`config.mk`:
```
export PLATFORM = sky130hd
export DESIGN_NAME = itm_classifier
export DESIGN_NICKNAME = d
export VERILOG_FILES = /design/src/rtl/itm_pkg.sv /design/src/rtl/itm_sample_map.sv /design/src/rtl/itm_shadow_dir.sv /design/src/rtl/itm_penalty_acc.sv /design/src/rtl/itm_classifier.sv
export SDC_FILE = /design/constraint.sdc
export NUM_CORES = 2
export LEC_CHECK = 0
export BUFFER_PORTS_ARGS = -buffer_cell sky130_fd_sc_hd__buf_2
export CAP_MARGIN = 20
export CORE_ASPECT_RATIO = 1.4
export CORE_UTILIZATION = 61
export DETAILED_ROUTE_END_ITERATION = 12
export GPL_TIMING_DRIVEN = 1
export PLACE_DENSITY_LB_ADDON = 0.15
export SYNTH_ARGS = -nofsm -noshare
export SYNTH_HDL_FRONTEND = slang
export SYNTH_HIERARCHICAL = 1
export SYNTH_SLANG_ARGS = --single-unit
```
`constraint.sdc`:
```
create_clock -name clk -period 7.2 [get_ports clk]
set_input_delay 0.36 -clock clk [delete_from_list [all_inputs] [get_ports clk]]
set_output_delay 0.36 -clock clk [all_outputs]
set_load 0.05 [all_outputs]
```
`src/rtl/itm_pkg.sv`:
```
package itm_pkg;
  // How one lookup is classified against the shadow directory.
  typedef enum logic [1:0] {
    AC_IGNORED    = 2'd0,  // not the owner, or set not sampled
    AC_SHD_MISS   = 2'd1,  // tracked, shadow miss (cold or capacity)
    AC_SHD_HIT    = 2'd2,  // tracked, shadow hit, real hit
    AC_INTER_TASK = 2'd3   // tracked, shadow hit, real miss
  } acc_class_e;
endpackage

```
`src/rtl/itm_sample_map.sv`:
```
module itm_sample_map #(
  parameter int SET_W     = 8,
  parameter int SAMPLES   = 16,
  parameter int SAMP_MULT = 157,
  parameter int SAMP_SEED = 90,
  localparam int IDX_W    = $clog2(SAMPLES)
) (
  input  logic [SET_W-1:0] set_idx,
  output logic             sampled,
  output logic [IDX_W-1:0] slot
);
  // Odd multiplier modulo 2^SET_W followed by XOR: a bijection of set indices.
  function automatic logic [SET_W-1:0] scramble(input logic [SET_W-1:0] s);
    logic [SET_W-1:0] m;
    logic [SET_W-1:0] k;
    m = SAMP_MULT[SET_W-1:0];
    k = SAMP_SEED[SET_W-1:0];
    return (s * m) ^ k;
  endfunction

  logic [SET_W-1:0] perm;

  always_comb begin
    perm    = scramble(set_idx);
    sampled = (int'(perm) < SAMPLES);
    slot    = perm[IDX_W-1:0];
  end
endmodule

```
`src/rtl/itm_shadow_dir.sv`:
```
module itm_shadow_dir #(
  parameter int SAMPLES = 16,
  parameter int WAYS    = 4,
  parameter int TAG_W   = 10,
  localparam int IDX_W  = $clog2(SAMPLES),
  localparam int AGE_W  = $clog2(WAYS)
) (
  input  logic             clk,
  input  logic             rst_n,
  input  logic             upd,
  input  logic [IDX_W-1:0] slot,
  input  logic [TAG_W-1:0] tag,
  output logic             shd_hit
);
  localparam logic [AGE_W-1:0] OLDEST = AGE_W'(WAYS - 1);

  logic [TAG_W-1:0] tag_q [SAMPLES][WAYS];
  logic             vld_q [SAMPLES][WAYS];
  logic [AGE_W-1:0] age_q [SAMPLES][WAYS];

  logic [WAYS-1:0]  match;
  logic [AGE_W-1:0] hit_age;

  for (genvar w = 0; w < WAYS; w++) begin : g_cmp
    assign match[w] = vld_q[slot][w] && (tag_q[slot][w] == tag);
  end

  always_comb begin
    shd_hit = |match;
    hit_age = '0;
    for (int w = 0; w < WAYS; w++)
      if (match[w]) hit_age = age_q[slot][w];
  end

  always_ff @(posedge clk) begin
    if (!rst_n) begin
      for (int s = 0; s < SAMPLES; s++)
        for (int w = 0; w < WAYS; w++) begin
          tag_q[s][w] <= '0;
          vld_q[s][w] <= 1'b0;
          age_q[s][w] <= AGE_W'(w);
        end
    end else if (upd) begin
      for (int w = 0; w < WAYS; w++) begin
        if (shd_hit) begin
          if (match[w])                     age_q[slot][w] <= '0;
          else if (age_q[slot][w] < hit_age) age_q[slot][w] <= age_q[slot][w] + AGE_W'(1);
        end else if (age_q[slot][w] == OLDEST) begin
          age_q[slot][w] <= '0;
          tag_q[slot][w] <= tag;
          vld_q[slot][w] <= 1'b1;
        end else begin
          age_q[slot][w] <= age_q[slot][w] + AGE_W'(1);
        end
      end
    end
  end
endmodule

```
`src/rtl/itm_penalty_acc.sv`:
```
module itm_penalty_acc #(
  parameter int LAT_W = 8,
  parameter int CNT_W = 12
) (
  input  logic             clk,
  input  logic             rst_n,
  input  logic             add,
  input  logic [LAT_W-1:0] lat,
  output logic [CNT_W-1:0] cnt
);
  function automatic logic [CNT_W-1:0] sat_add(input logic [CNT_W-1:0] a,
                                                input logic [LAT_W-1:0] b);
    logic [CNT_W:0] s;
    s = {1'b0, a} + {{(CNT_W + 1 - LAT_W){1'b0}}, b};
    return s[CNT_W] ? {CNT_W{1'b1}} : s[CNT_W-1:0];
  endfunction

  always_ff @(posedge clk) begin
    if (!rst_n)   cnt <= '0;
    else if (add) cnt <= sat_add(cnt, lat);
  end
endmodule

```
`src/rtl/itm_classifier.sv`:
```
module itm_classifier
  import itm_pkg::*;
#(
  parameter int TASK_W    = 2,
  parameter int OWNER     = 0,
  parameter int SET_W     = 8,
  parameter int TAG_W     = 10,
  parameter int WAYS      = 4,
  parameter int SAMPLES   = 16,
  parameter int LAT_W     = 8,
  parameter int CNT_W     = 12,
  parameter int SAMP_MULT = 157,
  parameter int SAMP_SEED = 90
) (
  input  logic              clk,
  input  logic              rst_n,
  input  logic              acc_valid,
  input  logic [TASK_W-1:0] acc_task,
  input  logic [SET_W-1:0]  acc_set,
  input  logic [TAG_W-1:0]  acc_tag,
  input  logic              acc_hit,
  input  logic [LAT_W-1:0]  miss_lat,
  output logic              itm_pulse,
  output logic [CNT_W-1:0]  excl_cycles
);
  localparam int IDX_W = $clog2(SAMPLES);

  logic             own_acc;
  logic             set_sampled;
  logic [IDX_W-1:0] set_slot;
  logic             tracked;
  logic             shd_hit;
  acc_class_e       acc_class;
  logic             itm_evt;

  assign own_acc = acc_valid && (acc_task == TASK_W'(OWNER));
  assign tracked = own_acc && set_sampled;

  itm_sample_map #(
    .SET_W(SET_W), .SAMPLES(SAMPLES), .SAMP_MULT(SAMP_MULT), .SAMP_SEED(SAMP_SEED)
  ) map_i (
    .set_idx(acc_set), .sampled(set_sampled), .slot(set_slot)
  );

  itm_shadow_dir #(
    .SAMPLES(SAMPLES), .WAYS(WAYS), .TAG_W(TAG_W)
  ) dir_i (
    .clk(clk), .rst_n(rst_n), .upd(tracked), .slot(set_slot), .tag(acc_tag),
    .shd_hit(shd_hit)
  );

  always_comb begin
    if (!tracked)     acc_class = AC_IGNORED;
    else if (!shd_hit) acc_class = AC_SHD_MISS;
    else if (acc_hit)  acc_class = AC_SHD_HIT;
    else               acc_class = AC_INTER_TASK;
  end

  assign itm_evt = (acc_class == AC_INTER_TASK);

  itm_penalty_acc #(
    .LAT_W(LAT_W), .CNT_W(CNT_W)
  ) acc_i (
    .clk(clk), .rst_n(rst_n), .add(itm_evt), .lat(miss_lat), .cnt(excl_cycles)
  );

  always_ff @(posedge clk) begin
    if (!rst_n) itm_pulse <= 1'b0;
    else        itm_pulse <= itm_evt;
  end
endmodule

```
==> flow_metrics.env <==
export IMPL_status="finished, final reports clean"
export IMPL_overflow=0
export IMPL_drtAntennaViolNets=0
export IMPL_synth_warnings=6
export IMPL_synth_distinct_cells=87
export IMPL_clock_sinks=845
export IMPL_vias_per_cell=6.78
export IMPL_ios=45
export IMPL_drcViolationCount=0
export IMPL_coreArea_um2=65800
export IMPL_rows=111
export IMPL_hold_viol=0
export IMPL_die_h_um=308
export IMPL_gr_usage_met2_pct=57.1
export IMPL_drt_iter0_markers=3139
export IMPL_ys_seq_area_share_pct=60.3
export IMPL_place_gp_congestion=0.918
export IMPL_max_stage_delay_ps=740
export IMPL_critPathLaunchType="input pin"
export IMPL_synth_seq_cells=845
export IMPL_min_period_ps=5800
export IMPL_synth_top_cell_by_area="edfxtp_1"
export IMPL_area_growth_synth_to_final_pct=8.70
export IMPL_hpwlAfterDp_mm=72.5
export IMPL_slew_violations=0
export IMPL_vdd_ir_drop_max_mv=0.289
export IMPL_min_path_type="in -> reg"
export IMPL_tightestPinTransition_ps=1180
export IMPL_synth_top_cells_by_count="edfxtp_1 (768), nor2_1 (424), and3_1 (303)"
export IMPL_cts_root_buf="clkbuf_16"
export IMPL_finalSetupViolations=0
export IMPL_finalClockSkew_ps=25.0
export IMPL_max_slew_margin_rel_pct=21.1
export IMPL_wire_per_inst_um=27.7
export IMPL_crit_chain="buf_2 -> ha_1 -> ha_1 -> ha_1 -> inv_8 -> buf_4 -> mux2i_1 -> a22oi_1 -> and3_1 -> o2111ai_1 -> a21o_1 -> a211oi_4 -> nor3_2 -> nand2_1 -> nor2_4 -> buf_4 -> nand2_1 -> nand2_1"
export IMPL_grt_use_total_pct=33.3
export IMPL_drt_total_wl_mm=111
export IMPL_grt_max_degree=102
export IMPL_cts_resized=0
export IMPL_final_cell_area_um2=44300
export IMPL_busiest_layer="met2"
export IMPL_die_w_um=221
export IMPL_met1_usage_pct=41.8
export IMPL_start_util_pct=62.0
export IMPL_layout_drive_gt1_share_pct=17.3
export IMPL_critPathMaxFanout=77
export IMPL_crit_path_top_delay_cell="nor2_4"
export IMPL_r2r_cells=13
export IMPL_synth_most_common_cell="edfxtp_1"
export IMPL_yosysTopAreaCellShare_pct=56.5
export IMPL_synth_area_leaders="edfxtp_1 (57%), mux4_2 (7.8%), and3_1 (4.6%)"
export IMPL_post_cts_buffers=0
export IMPL_grt_pass1_vias=27211
export IMPL_fin_crit_sh_pct=80.5
export IMPL_powerDensity_nw_per_um2=251
export IMPL_path_class="in -> reg"
export IMPL_max_cap_viol_count=0
export IMPL_diodes=0
export IMPL_async_reset_ff_share_pct=0
export IMPL_cts_tree="done"
export IMPL_antenna_found_initial=1
export IMPL_worst_ep_required_time_ps=7460
export IMPL_die_area_um2=67900
export IMPL_fmax_mhz=172
export IMPL_num_vias=27310
export IMPL_cts_hold_buf=0
export IMPL_arrival_ps=6060
export IMPL_numPortBuffers=44
export IMPL_clk_latency_ps=640
export IMPL_synth_edf_count=768
export IMPL_syn_instance_count=3168
export IMPL_total_leakage_power_nw=16.7
export IMPL_dpl_cell_area_um2=41600
export IMPL_synth_avg_cell_area_um2=12.9
export IMPL_ys_flop_type="edfxtp_1"
export IMPL_path_clk_slew_ps=60
export IMPL_drt_first_pass_iters=7
export IMPL_met3_usage_pct=4.09
export IMPL_netlist_area_um2=40800
export IMPL_crit_path_end_kind="flop"
export IMPL_synth_nets=3233
export IMPL_grt_pass1_wl_mm=166
export IMPL_rsz0062_at_grt="false"
export IMPL_numCtsBuffers=80
export IMPL_holdPathStages=2
export IMPL_layout_nets=3180
export IMPL_finalSetupTns_ps=0
export IMPL_clockBufferDepth=3
export IMPL_htreeDepth=3
==> area by class of cell <==
cell class | count | area, um2
multi-input combinational | 1988 | 14600
sequential | 845 | 24600
clock inverter | 39 | 438
timing repair buffer | 181 | 1300
clock buffer | 109 | 2240
fill | 4709 | 21500
inverter | 19 | 86.3
tap | 847 | 1060
==> final timing paths <==
check	end	slack [ps]	from
max	dir_i/tag_q[14][35]	1400	acc_set[1]
min reg2reg	dir_i/vld_q[13][0]	450	dir_i/vld_q[13][0]
max reg2reg	dir_i/tag_q[14][35]	2430	dir_i/tag_q[3][24]
min	itm_pulse	80	acc_hit
==> metal layers <==
layer | vias up | share of wire [%]
li1 | 11726 | -
met1 | 13715 | 36
met2 | 1569 | 51
met3 | 298 | 8.5
met4 | 2 | 4.5
met5 | - | 0.012
==> power breakdown <==
part | internal [W] | leakage [nW] | total (W) | switching (W)
clock network | 0.00252 | 1.31 | 0.00434 | 0.00183
logic | 0.000462 | 6.99 | 0.00129 | 0.000831
registers | 0.00547 | 8.44 | 0.00552 | 0.0000413
==> critical path, delay by kind of cell <==
kind            cells  cell delay [ps]
simple gates        6             2070
mux                 1              240
buf+inv             4             1440
fa+ha+maj           3              910
compound gates      4              960
==> logic make-up after synthesis <==
kind of cell	synth area share [%]
compound gates	5.46
xor+xnor	1.38
fa+ha+maj	1.22
buf+inv	4.01
flops	60.3
mux	12.7
simple gates	14.9
==> state kept, by name, summed over array words and instances, names as in the netlist <==
name and flops:
acc_i/cnt 12, dir_i/vld_q 64, dir_i/tag_q 640, itm_pulse 1, dir_i/age_q 128
==> layout by cell type (no fill, tap or decap), types with 19 or more instances in the layout <==
cell	count
nand3b_1	21
clkbuf_16	83
nor2_1	423
ha_1	25
xnor2_1	32
and3_1	302
buf_4	133
dfxtp_1	77
a22oi_1	31
nand3_1	73
buf_2	42
xor2_1	27
mux2i_1	130
clkbuf_1	19
nor4_1	24
mux4_2	142
edfxtp_1	768
nor3_2	23
mux2_2	34
o21ai_0	126
nand2_1	287
==> per-stage QoR <==
step	util (%)	cells	hold slack, ps	setup WS (ps)	power, W
floorplan	-	3168	421	1740	0.00647
global placement	63.3	3878	432	1010	0.00686
finish	67.4	4028	79.0	1400	0.0112
detailed placement	63.3	3879	437	811	0.00689
CTS	67.3	4027	64.5	1430	0.0112
global route	67.4	4028	90.9	1070	0.0114
Note: power is estimated with default switching activity, not from simulation.
